$ cat src/rtl/flash_erase_pkg.sv
package flash_erase_pkg;

    typedef enum logic [2:0] {
        S_IDLE    = 3'd0,
        S_WREN    = 3'd1,
        S_WREN_W  = 3'd2,
        S_ERASE   = 3'd3,
        S_ERASE_W = 3'd4,
        S_POLL    = 3'd5,
        S_POLL_W  = 3'd6
    } seq_state_e;

    localparam logic [7:0] OP_WREN  = 8'h06;
    localparam logic [7:0] OP_RDSR  = 8'h05;
    localparam logic [7:0] OP_SECT  = 8'hD8;
    localparam logic [7:0] OP_DIE   = 8'hC4;
    localparam int         DIE_SHIFT = 25;
    localparam int         FRAME_W   = 40;
    localparam int         BITCNT_W  = 6;

endpackage

$ cat src/rtl/fes_shifter.sv
module fes_shifter #(
    parameter int HALF_CYC = 2,
    parameter int FRAME_W  = 40,
    parameter int CNT_W    = 6
) (
    input  logic               clk,
    input  logic               rst_n,
    input  logic               go,
    input  logic [FRAME_W-1:0] tx,
    input  logic [CNT_W-1:0]   nbits,
    input  logic               miso,
    output logic               sck,
    output logic               mosi,
    output logic [7:0]         rx_byte,
    output logic               fin
);
    localparam int DIV_W = (HALF_CYC > 1) ? $clog2(HALF_CYC) : 1;
    localparam logic [DIV_W-1:0] DIV_LAST = DIV_W'(HALF_CYC - 1);

    typedef struct packed {
        logic               active;
        logic               sck;
        logic               fin;
        logic [DIV_W-1:0]   div;
        logic [CNT_W-1:0]   cnt;
        logic [FRAME_W-1:0] shreg;
        logic [7:0]         rx;
    } sh_t;

    sh_t sh_d, sh_q;

    always_comb begin
        sh_d     = sh_q;
        sh_d.fin = 1'b0;
        if (!sh_q.active) begin
            if (go) begin
                sh_d.active = 1'b1;
                sh_d.shreg  = tx;
                sh_d.cnt    = nbits;
                sh_d.div    = '0;
                sh_d.sck    = 1'b0;
            end
        end else if (sh_q.div == DIV_LAST) begin
            sh_d.div = '0;
            if (!sh_q.sck) begin
                // rising half: the device has held its data since the last fall
                sh_d.sck = 1'b1;
                sh_d.rx  = {sh_q.rx[6:0], miso};
            end else begin
                sh_d.sck   = 1'b0;
                sh_d.shreg = sh_q.shreg << 1;
                sh_d.cnt   = sh_q.cnt - 1'b1;
                if (sh_q.cnt == CNT_W'(1)) begin
                    sh_d.active = 1'b0;
                    sh_d.fin    = 1'b1;
                end
            end
        end else begin
            sh_d.div = sh_q.div + 1'b1;
        end
    end

    always_ff @(posedge clk or negedge rst_n) begin
        if (!rst_n) sh_q <= '0;
        else        sh_q <= sh_d;
    end

    assign sck     = sh_q.sck;
    assign mosi    = sh_q.shreg[FRAME_W-1];
    assign rx_byte = sh_q.rx;
    assign fin     = sh_q.fin;

endmodule

$ cat src/rtl/flash_erase_seq.sv
module flash_erase_seq
    import flash_erase_pkg::*;
#(
    parameter int HALF_CYC = 2,
    parameter int DIE_W    = 3,
    parameter int POLL_W   = 16
) (
    input  logic              clk,
    input  logic              rst_n,
    input  logic              start,
    input  logic              die_mode,
    input  logic [31:0]       addr,
    input  logic [DIE_W-1:0]  die_count,
    input  logic [POLL_W-1:0] poll_limit,
    output logic              busy,
    output logic              done,
    output logic              timeout,
    output logic              spi_cs_n,
    output logic              spi_sck,
    output logic              spi_mosi,
    input  logic              spi_miso
);
    localparam logic [DIE_W:0] ONE_D = (DIE_W+1)'(1);

    typedef struct packed {
        seq_state_e        state;
        logic              die_mode;
        logic [31:0]       addr;
        logic [DIE_W-1:0]  count_tgt;
        logic [POLL_W-1:0] limit;
        logic [DIE_W-1:0]  die_idx;
        logic [POLL_W-1:0] poll_cnt;
        logic              cs_n;
        logic              done;
        logic              timeout;
    } seq_t;

    seq_t seq_d, seq_q;

    logic               sh_go;
    logic [FRAME_W-1:0] sh_tx;
    logic [BITCNT_W-1:0] sh_nbits;
    logic [7:0]         sh_rx;
    logic               sh_fin;
    logic [31:0]        die_addr;

    assign die_addr = 32'(seq_q.die_idx) << DIE_SHIFT;

    always_comb begin
        seq_d         = seq_q;
        seq_d.done    = 1'b0;
        seq_d.timeout = 1'b0;
        sh_go         = 1'b0;
        sh_tx         = '0;
        sh_nbits      = '0;
        unique case (seq_q.state)
            S_IDLE: begin
                if (start) begin
                    seq_d.die_mode  = die_mode;
                    seq_d.addr      = addr;
                    seq_d.count_tgt = (!die_mode || die_count == '0) ? DIE_W'(1) : die_count;
                    seq_d.limit     = (poll_limit == '0) ? POLL_W'(1) : poll_limit;
                    seq_d.die_idx   = '0;
                    seq_d.state     = S_WREN;
                end
            end
            S_WREN: begin
                sh_go          = 1'b1;
                sh_tx          = {OP_WREN, 32'h0};
                sh_nbits       = BITCNT_W'(8);
                seq_d.cs_n     = 1'b0;
                seq_d.poll_cnt = '0;
                seq_d.state    = S_WREN_W;
            end
            S_WREN_W: begin
                if (sh_fin) begin
                    seq_d.cs_n  = 1'b1;
                    seq_d.state = S_ERASE;
                end
            end
            S_ERASE: begin
                sh_go       = 1'b1;
                sh_tx       = seq_q.die_mode ? {OP_DIE, die_addr} : {OP_SECT, seq_q.addr};
                sh_nbits    = BITCNT_W'(FRAME_W);
                seq_d.cs_n  = 1'b0;
                seq_d.state = S_ERASE_W;
            end
            S_ERASE_W: begin
                if (sh_fin) begin
                    seq_d.cs_n  = 1'b1;
                    seq_d.state = S_POLL;
                end
            end
            S_POLL: begin
                sh_go       = 1'b1;
                sh_tx       = {OP_RDSR, 32'h0};
                sh_nbits    = BITCNT_W'(16);
                seq_d.cs_n  = 1'b0;
                seq_d.state = S_POLL_W;
            end
            S_POLL_W: begin
                if (sh_fin) begin
                    seq_d.cs_n = 1'b1;
                    if (!sh_rx[0]) begin
                        // a clear reading wins even on the last permitted poll
                        if (({1'b0, seq_q.die_idx} + ONE_D) == {1'b0, seq_q.count_tgt}) begin
                            seq_d.done  = 1'b1;
                            seq_d.state = S_IDLE;
                        end else begin
                            seq_d.die_idx = seq_q.die_idx + 1'b1;
                            seq_d.state   = S_WREN;
                        end
                    end else if ((seq_q.poll_cnt + 1'b1) >= seq_q.limit) begin
                        seq_d.timeout = 1'b1;
                        seq_d.state   = S_IDLE;
                    end else begin
                        seq_d.poll_cnt = seq_q.poll_cnt + 1'b1;
                        seq_d.state    = S_POLL;
                    end
                end
            end
            default: seq_d.state = S_IDLE;
        endcase
    end

    always_ff @(posedge clk or negedge rst_n) begin
        if (!rst_n) begin
            seq_q      <= '0;
            seq_q.cs_n <= 1'b1;
        end else begin
            seq_q <= seq_d;
        end
    end

    fes_shifter #(
        .HALF_CYC (HALF_CYC),
        .FRAME_W  (FRAME_W),
        .CNT_W    (BITCNT_W)
    ) i_shifter (
        .clk     (clk),
        .rst_n   (rst_n),
        .go      (sh_go),
        .tx      (sh_tx),
        .nbits   (sh_nbits),
        .miso    (spi_miso),
        .sck     (spi_sck),
        .mosi    (spi_mosi),
        .rx_byte (sh_rx),
        .fin     (sh_fin)
    );

    assign busy     = (seq_q.state != S_IDLE);
    assign done     = seq_q.done;
    assign timeout  = seq_q.timeout;
    assign spi_cs_n = seq_q.cs_n;

endmodule

$ cat config.mk
export PLATFORM = sky130hd
export DESIGN_NAME = flash_erase_seq
export DESIGN_NICKNAME = d
export VERILOG_FILES = /design/src/rtl/flash_erase_pkg.sv /design/src/rtl/fes_shifter.sv /design/src/rtl/flash_erase_seq.sv
export SDC_FILE = /design/constraint.sdc
export NUM_CORES = 1
export LEC_CHECK = 0
export ABC_AREA = 0
export CAP_MARGIN = 20
export CORE_ASPECT_RATIO = 1.2
export CORE_UTILIZATION = 43
export CTS_BUF_LIST = sky130_fd_sc_hd__clkbuf_8
export DETAILED_ROUTE_END_ITERATION = 8
export GPL_ROUTABILITY_DRIVEN = 0
export PLACE_DENSITY = 0.75
export SLEW_MARGIN = 20
export SYNTH_ARGS = -nofsm -noshare
export SYNTH_HDL_FRONTEND = slang
export SYNTH_SLANG_ARGS = --single-unit
$ cat constraint.sdc
create_clock -name clk -period 4.23 [get_ports clk]
set_input_delay 0.6345 -clock clk [delete_from_list [all_inputs] [get_ports clk]]
set_output_delay 0.6345 -clock clk [all_outputs]
set_load 0.02 [all_outputs]
# Yosys cells after proc, flatten, opt, wreduce, memory -nomap -nowiden
# Cells that the tools add are included.
# op_classes
addsub	5
magnitude_cmp	1
eq_ne	19
n_mux	43
bitwise_logic	1
n_reduce_logical	20
# ops
operator	count
40-bit case mux with 3 select lines	1
47-bit two-way mux	2
58-bit two-way mux	1
54-bit two-way mux	1
16-bit two-way mux	3
46-bit two-way mux	1
37-bit two-way mux	1
16-bit case mux with 2 select lines	1
3-bit two-way mux	9
22-bit two-way mux	1
3-bit case mux with 7 select lines	1
6-bit case mux with 3 select lines	1
16-bit by 1-bit adder with 16-bit output (second input constant)	1
16-bit >= comparator	1
16-bit logical NOT	1
1-bit two-way mux	14
2-bit inequality test (second input constant)	6
2-bit by 1-bit inequality test with 1-bit output (second input constant)	5
3-bit equality test (second input constant)	3
3-bit AND reduction	3
8-bit two-way mux	1
4-bit AND reduction	2
3-bit by 2-bit equality test with 1-bit output (second input constant)	2
6-bit by 1-bit equality test with 1-bit output (second input constant)	1
other kinds (19)	26
# totals
register_bits	135
in_bits	56
out_inout_bits	6
wordCells	106

# Logic depth before layout (Yosys ltp)
# Gate-level depths: netlist of the first run.
# logic_depth
ltp_word	6
depth_mapped	14
mapped_depth_nobuf	13

# Hierarchy
# From an unflattened synthesis of the first run, not the netlist that was laid out.
# hier_totals
cells_unflattened	720
hier_area_um2	7283.2
# by_module_without_submodules
mod	n_inst	cells_per_inst	area_each_um2	seq_area_each_um2
flash_erase_seq	1	501	4245.3	1928.1
fes_shifter	1	219	3037.9	1451.4

# Worst setup path after synthesis of the first run
# No wires, ideal clock.
# synth_timing
path_type	flip-flop to flip-flop
from	reg seq_q[3] (netlist bit)
to	reg seq_q[15] (netlist bit)
setup_time_ns	0.125
arrival_ns	2.891
t_required_ns	4.105
slack_ns	1.215
path_stages_with_launch	13
path_buffers	0
synth_period_minus_slack_ns	3.015
cell_sequence	dfrtp_1 -> ha_1 -> nand3_1 -> nor2_1 -> and4_1 -> xor2_1 -> ha_1 -> o21ai_0 -> nor2_1 -> nor4_4 -> nand3_2 -> a21oi_4 -> mux2_2
# synth_between
elab_chain_cells	5
word_cells_on_any_way	8
cone_classes	add/sub: 1; order compare: 1; eq/ne: 1; mux: 4; reduce/logical: 1
# synth_rtl
element	line	rtl
from (decl)	flash_erase_seq.sv:38	seq_t seq_d, seq_q;
from (signal assigned)	flash_erase_seq.sv:131	seq_q <= seq_d;
16-bit by 1-bit adder with 16-bit output (*)	flash_erase_seq.sv:113, flash_erase_seq.sv:117	
parallel branches: the longest is 4 deep, another holds 16-bit >= comparator	-	
# Mark *: on every way between the ends. The select of a mux whose other input is x is not followed.
# A chain may end at the register's enable or synchronous reset.

# Final worst setup path of the first run
# Ends and elaborated chain as after synthesis.

==> impl_results.md, run 1 <==
- Yosys warning count: 0
- CP startpoint kind: flip-flop
- Syn Inst Count: 612
- Filler cells: 1222
- Tot GR Track Use: 0.189
- EDFF count, synth: 0
- Max IR drop VDD: 253 uV
- GRT overflow: 0
- CP startpoint: seq_q[3]
- Worst EP required: 4.56 ns
- Post-CTS Setup Bufs: 0
- Mean Syn Cell Area: 10.1 um^2
- Element type at the critical path end: flip-flop
- RSZ-0062 raised after global routing: false
- Drt wl/cell: 15.5 um
- Post-route DRC violation count: 2
- Util after Layout: 0.531
- LEAKAGE: 3.29 nW
- Gates resized, CTS repair: 0
- Initial DRC Count: 238
- Largest net degree at the start of global routing: 70
- Num CTS Buffers: 17
- Row count: 47
- R2R Path Start: seq_q[3]
- Max Clk Rate: 273 MHz
- Die Y: 133 um
- Normalized max-slew margin: 0.442
- Register bit total from synthesis: 128
- CTS tree: built
- Die area: 14900 um^2
- Hold WC Path Type: input pin to asynchronous set/reset pin
- Clk root buf: clkbuf_8
- Clock slew at reported path FFs: 0.07 ns
- Share of post-route cells with drive strength above 1: 0.124
- Max Cap Viol: 0
- Post-DRT Antenna Nets: 0
- Core footprint: 13900 um^2
- Synthesized area: 6190 um^2
- Vias: 4692
- Fin crit share: 0.865
- Main synth FF type: dfrtp_1
- Unique masters post-synth: 50
- Crit Path Max Fanout: 14
- R2R setup slack: 0.57 ns
- Power density over the cells: 358 nW/um^2
- First-pass GRT wire length: 22300 um
- Chip width: 112 um
- R2R depth: 12
- Hold Fails Final Rpt: 0
- Drt via density: 5.53
- First-pass DRT Iterations: 7
- Setup Skew: 0.0102 ns
- Setup TNS: 0 ns
- Starting density of the core: 0.444
- H-tree depth reported by CTS: 4
- Vias in the first global route: 4834
- IO Pins: 62
- Clk Latency, worst-skew pair: 0.44 ns
- Worst setup endpoint: seq_q[15]
- Antenna violations before repair: 0
- Critical R2R Capture: seq_q[15]
- Register area share after synthesis: 0.517
- Worst-Margin Slew: 0.830 ns
- CTS max path bufs: 2
- Outcome: finished, violations left
- Critical Path AT: 3.99 ns
- WL final: 13100 um
- Clk sinks: 128
- Final HPWL DP: 9220 um
- CP Class: flip-flop to flip-flop
- I/O Buffers: 61
- Max-slew violations: 0
- Syn nets: 688
- Layout Nets: 741
- Failing checks: DRC
- Final min period: 3.66 ns
- Synthesis-to-layout area growth: 19.5%
- Number of hold buffers added after CTS: 0
- Ys async rst share: 1.00
- # diodes: 0
- Final setup vio count: 0
kinds of logic (layout without fill, tap and decap cells):
logic type	count (synthesis)	in the layout	share of synthesized area
simple gates	209	209	0.159
compound gates	129	129	0.141
xor+xnor	13	13	0.0184
fa+ha+maj	20	20	0.0404
mux	44	44	0.0790
flops	128	128	0.517
buf+inv	69	135	0.0452
worst min path at each step:
stage	start	endpoint	slack, ns
global route	rst_n	seq_q[26]	0.33
CTS	rst_n	seq_q[18]	0.30
global placement	i_shifter.sh_q[43]	i_shifter.sh_q[43]	0.45
detailed placement	i_shifter.sh_q[43]	i_shifter.sh_q[43]	0.46
finish	rst_n	seq_q[26]	0.28
floorplan	rst_n	die_addr[25]	0.34
state kept, by name (all words and copies together), names as in the netlist:
| signal | flops |
|---|---|
| i_shifter.sh_q | 47 |
| die_addr | 3 |
| done | 1 |
| spi_cs_n | 1 |
| seq_q | 71 |
| timeout | 1 |
| i_shifter.sck | 1 |
| i_shifter.rx_byte | 1 |
| i_shifter.fin | 1 |
| i_shifter.mosi | 1 |
metal layers:
layer	wire, um	vias up	GRT usage	share of wire
li1	-	2264	-	-
met1	5280	2303	0.214	0.40
met2	7130	101	0.339	0.54
met3	470	24	0.0409	0.036
met4	266	0	0.0893	0.020
met5	0	-	0	0
synth_stat cells (2+ instances only):
cell,number,area [um^2]
dfrtp_1,127,3180
nor2_1,83,312
nand2_1,55,206
o21ai_0,43,215
inv_1,37,139
mux2_2,37,417
a221oi_1,32,280
clkbuf_1,25,93.8
ha_1,20,250
nand3_1,18,90.1
a21oi_1,15,75.1
xnor2_1,10,87.6
o21ai_1,9,45.0
nor3_1,8,40.0
a21o_1,6,45.0
nand4_1,6,37.5
or3_1,6,37.5
a31oi_1,5,31.3
and3_1,5,31.3
buf_2,5,25.0
mux2i_1,5,50.1
nand2b_1,5,31.3
nor2b_1,5,31.3
nor4_1,4,25.0
and4_1,3,26.3
o221ai_1,3,26.3
o22ai_1,3,18.8
xor2_1,3,26.3
a211oi_1,2,15.0
and2_1,2,12.5
buf_6,2,22.5
mux2_1,2,22.5
nand3_2,2,20.0
o21a_1,2,15.0
or2_1,2,12.5
metrics by stage:
step           power, mW  cell area (um^2)  setup slack, ns  cells  hold WS, ns
2_1_floorplan       1.36              6190             1.21    612        0.339
3_3_place_gp        1.46              6930            0.825    817        0.453
3_5_place_dp        1.46              6930            0.628    817        0.459
4_1_cts             2.68              7400            0.601    849        0.304
5_1_grt             2.75              7400            0.308    849        0.333
6_report            2.65              7400            0.570    849        0.278
layout by cell type (no fill, tap or decap), drive strengths merged, types with 3 or more instances in the layout:
cell type and instances:
ha 20, o21ai 52, dfrtp 127, o22ai 3, xor2 3, and3 5, a31oi 5, nor2 84
mux2 39, and4 3, clkinv 4, xnor2 10, buf 6, nand3 20, nand4 6, bufinv 5
a221oi 32, clkdlybuf4s50 60, a21o 6, or3 6, mux2i 5, nand2b 5, nor3 8, nor4 5
inv 39, nor2b 5, nand2 55, a21oi 16, o221ai 3, clkbuf 20
cell type report:
type / instances / area [um^2] / share of cell area
flip-flops and latches: 128 / 3200 / 0.433
inverters: 37 / 139 / 0.0188
clock inverters: 12 / 189 / 0.0255
repair buffers: 66 / 658 / 0.0889
multi-input cells: 415 / 2720 / 0.368
clock buffers: 20 / 275 / 0.0372
well taps: 171 / 214 / 0.0289
critical path, cell delays in order (launching register included):
cell and delay (ns):
dfrtp_1 0.40, ha_1 0.21, nand3_1 0.17, nor2_1 0.33, and4_1 0.26, xor2_1 0.21
ha_1 0.28, o21ai_0 0.15, nor2_1 0.09, nor4_4 0.47, nand3_2 0.17, a21oi_4 0.42
mux2_2 0.39
power breakdown:
| part | switching (mW) | internal [mW] |
|---|---|---|
| combinational | 0.0637 | 0.0812 |
| sequential | 0.0246 | 1.27 |
| clock | 0.469 | 0.742 |
| total | 0.557 | 2.09 |
No activity file was read; power rests on OpenSTA's default activity.
==> run 2, diff against run 1 <==
RECOVER_POWER = 25   (was default)
==> run 2 against run 1 <==
The flow finishes with violations (DRC, capacitance limit, slew limit). Setup slack worse by 0.00067 ns. Utilization about the same. Register-to-register slack about the same. Combinational power about the same. Fmax about the same. Final cell count unchanged. Highest routed layer unchanged. Clock power about the same. Die area unchanged. Critical path depth unchanged. Wire length about the same.
==> impl_results.md, run 2 (synthesis gave the netlist of run 1 again) <==
- Grt met1 use: 0.214 (unchanged)
- # diodes: 0 (unchanged)
- Initial DRC Count: 238 (unchanged)
- Crit Path Max Fanout: 14 (unchanged)
- Final cell count without fillers: 849 (unchanged)
- Clk root buf: clkbuf_8 (unchanged)
- Critical Path AT: 3.99 ns (about the same)
- Max incr delay on CP: 0.47 ns (about the same)
- Share of post-route cells with drive strength above 1: 0.122 (was 0.124)
- Normalized max-slew margin: -1.32 (was 0.442)
- Outcome: finished, violations left (unchanged)
- Max Clk Rate: 273 MHz (about the same)
- Clk sinks: 128 (unchanged)
- Chip width: 112 um (unchanged)
- Post-DRT Antenna Nets: 0 (unchanged)
- Max-slew violations: 63 (was 0)
- Most common cell after layout, fill and taps aside: dfrtp_1 (unchanged)
- Met3 usage: 0.0409 (unchanged)
- CP startpoint kind: flip-flop (unchanged)
- Reg with most FFs: seq_q (unchanged)
- Final HPWL DP: 9220 um (unchanged)
- Largest net degree at the start of global routing: 70 (unchanged)
- Worst EP required: 4.56 ns (about the same)
- Vias: 4696 (was 4692)
- Gates resized, CTS repair: 0 (unchanged)
- Setup TNS: 0 ns (unchanged)
- Die Y: 133 um (unchanged)
- Drt wl/cell: 15.5 um (about the same)
- Antenna violations before repair: 0 (unchanged)
- LEAKAGE: 3.29 nW (about the same)
- Post-CTS Setup Bufs: 0 (unchanged)
- Final worst slack: 0.569 ns (was 0.570 ns)
- Layout Nets: 741 (unchanged)
- Element type at the critical path end: flip-flop (unchanged)
- I/O Buffers: 61 (unchanged)
- CP Class: flip-flop to flip-flop (unchanged)
- Core footprint: 13900 um^2 (unchanged)
- Clock slew at reported path FFs: 0.07 ns (about the same)
- Max Cap Viol: 1 (was 0)
- Die area: 14900 um^2 (unchanged)
- WL final: 13100 um (about the same)
- Final min period: 3.66 ns (about the same)
- Clk Latency, worst-skew pair: 0.44 ns (about the same)
- Setup Skew: 0.0109 ns (was 0.0102 ns)
- Failing checks: DRC, capacitance limit, slew limit (was DRC)
- Hold Fails Final Rpt: 0 (unchanged)
- Post-route DRC violation count: 2 (unchanged)
- First-pass GRT wire length: 22300 um (unchanged)
- Hold WC Path Type: flip-flop to flip-flop (was input pin to asynchronous set/reset pin)
- Fin crit share: 0.865 (about the same)
- CTS tree: built (unchanged)
- Most Crowded Layer GR: met2 (unchanged)
- Placed Area: 6930 um^2 (unchanged)
- Met2 Usage GRT: 0.339 (unchanged)
- Starting density of the core: 0.444 (unchanged)
- Dpl ws: 0.628 ns (unchanged)
- Synthesis-to-layout area growth: 19.4% (was 19.5%)
- H-tree depth reported by CTS: 4 (unchanged)
- Min Hold Slack: 0.480 ns (was 0.278 ns)
- Num CTS Buffers: 17 (unchanged)
- Critical path cell sequence: ha_1 -> nand3_1 -> nor2_1 -> and4_1 -> xor2_1 -> ha_1 -> o21ai_0 -> nor2_1 -> nor4_4 -> nand3_2 -> a21oi_4 -> mux2_2 (unchanged)
- CTS max path bufs: 2 (unchanged)
- CP max-delay cell: nor4_4 (unchanged)
- Drt via density: 5.53 (about the same)
- R2R setup slack: 0.57 ns (about the same)
- GRT overflow: 0 (unchanged)
- Placed cells: 817 (unchanged)
- Max IR drop VDD: 253 uV (about the same)
- Tot GR Track Use: 0.189 (unchanged)
- Util after Layout: 0.531 (about the same)
- Final Power: 2.65 mW (about the same)
- Number of hold buffers added after CTS: 0 (unchanged)
- Largest register FFs: 71 (unchanged)
- Row count: 47 (unchanged)
- Design Area, Final: 7400 um^2 (about the same)
- Worst-Margin Slew: 3.49 ns (was 0.830 ns)
- RSZ-0062 raised after global routing: false (unchanged)
- Final setup vio count: 0 (unchanged)
- Filler cells: 1224 (was 1222)
- Vias in the first global route: 4834 (unchanged)
- First-pass DRT Iterations: 7 (unchanged)
- Most frequent cells in the layout: dfrtp_1, nor2_1, clkdlybuf4s50_1 (unchanged)
- IO Pins: 62 (unchanged)
- Power density over the cells: 358 nW/um^2 (about the same)
[run 2: cell count changes in the layout (fill, tap and decap cells not counted), sizes merged]
| cell | previous run | this run |
|---|---|---|
| buf | 6 | 5 |
| clkbuf | 20 | 21 |
[run 2: final timing paths]
kind	startpoint	end	cells past startpoint
setup / recovery	seq_q[3]	seq_q[15]	12
hold / removal	i_shifter.sh_q[44]	i_shifter.sh_q[44]	2
setup reg to reg	seq_q[3]	seq_q[15]	12
hold reg to reg	i_shifter.sh_q[44]	i_shifter.sh_q[44]	2
max in group asynchronous	rst_n	i_shifter.sh_q[48]	1
min in group asynchronous	rst_n	seq_q[26]	1
[run 2: cell type report]
type | count | area (um^2) | area share
multi-input combinational | 415 | 2720 | 0.368
inverter | 37 | 139 | 0.0188
tap | 171 | 214 | 0.0289
clock buffer | 20 | 275 | 0.0372
clock inverter | 12 | 189 | 0.0255
timing repair buffer | 66 | 654 | 0.0885
sequential | 128 | 3200 | 0.433
[run 2: routing by layer]
| metal | up-vias | wire (um) | part of all wire |
|---|---|---|---|
| li1 | 2264 | - | - |
| met1 | 2305 | 5250 | 0.40 |
| met2 | 99 | 7140 | 0.54 |
| met3 | 28 | 475 | 0.036 |
| met4 | 0 | 279 | 0.021 |
| met5 | - | 0 | 0 |
[run 2: power by group]
| part | switching, mW | internal (mW) | leakage, nW |
|---|---|---|---|
| Sequential | 0.0246 | 1.27 | 1.63 |
| Clock | 0.470 | 0.742 | 0.241 |
| Combinational | 0.0636 | 0.0811 | 1.42 |
[run 2: critical path: cells and delay by family (launching register included)]
family                     cells  cell delay, ns
xor gates and xnor gates       1            0.21
DFF                            1            0.40
and+or+nand+nor                6            1.49
muxes                          1            0.39
adders and majority gates      2            0.49
AOI/OAI and AO/OA              2            0.57
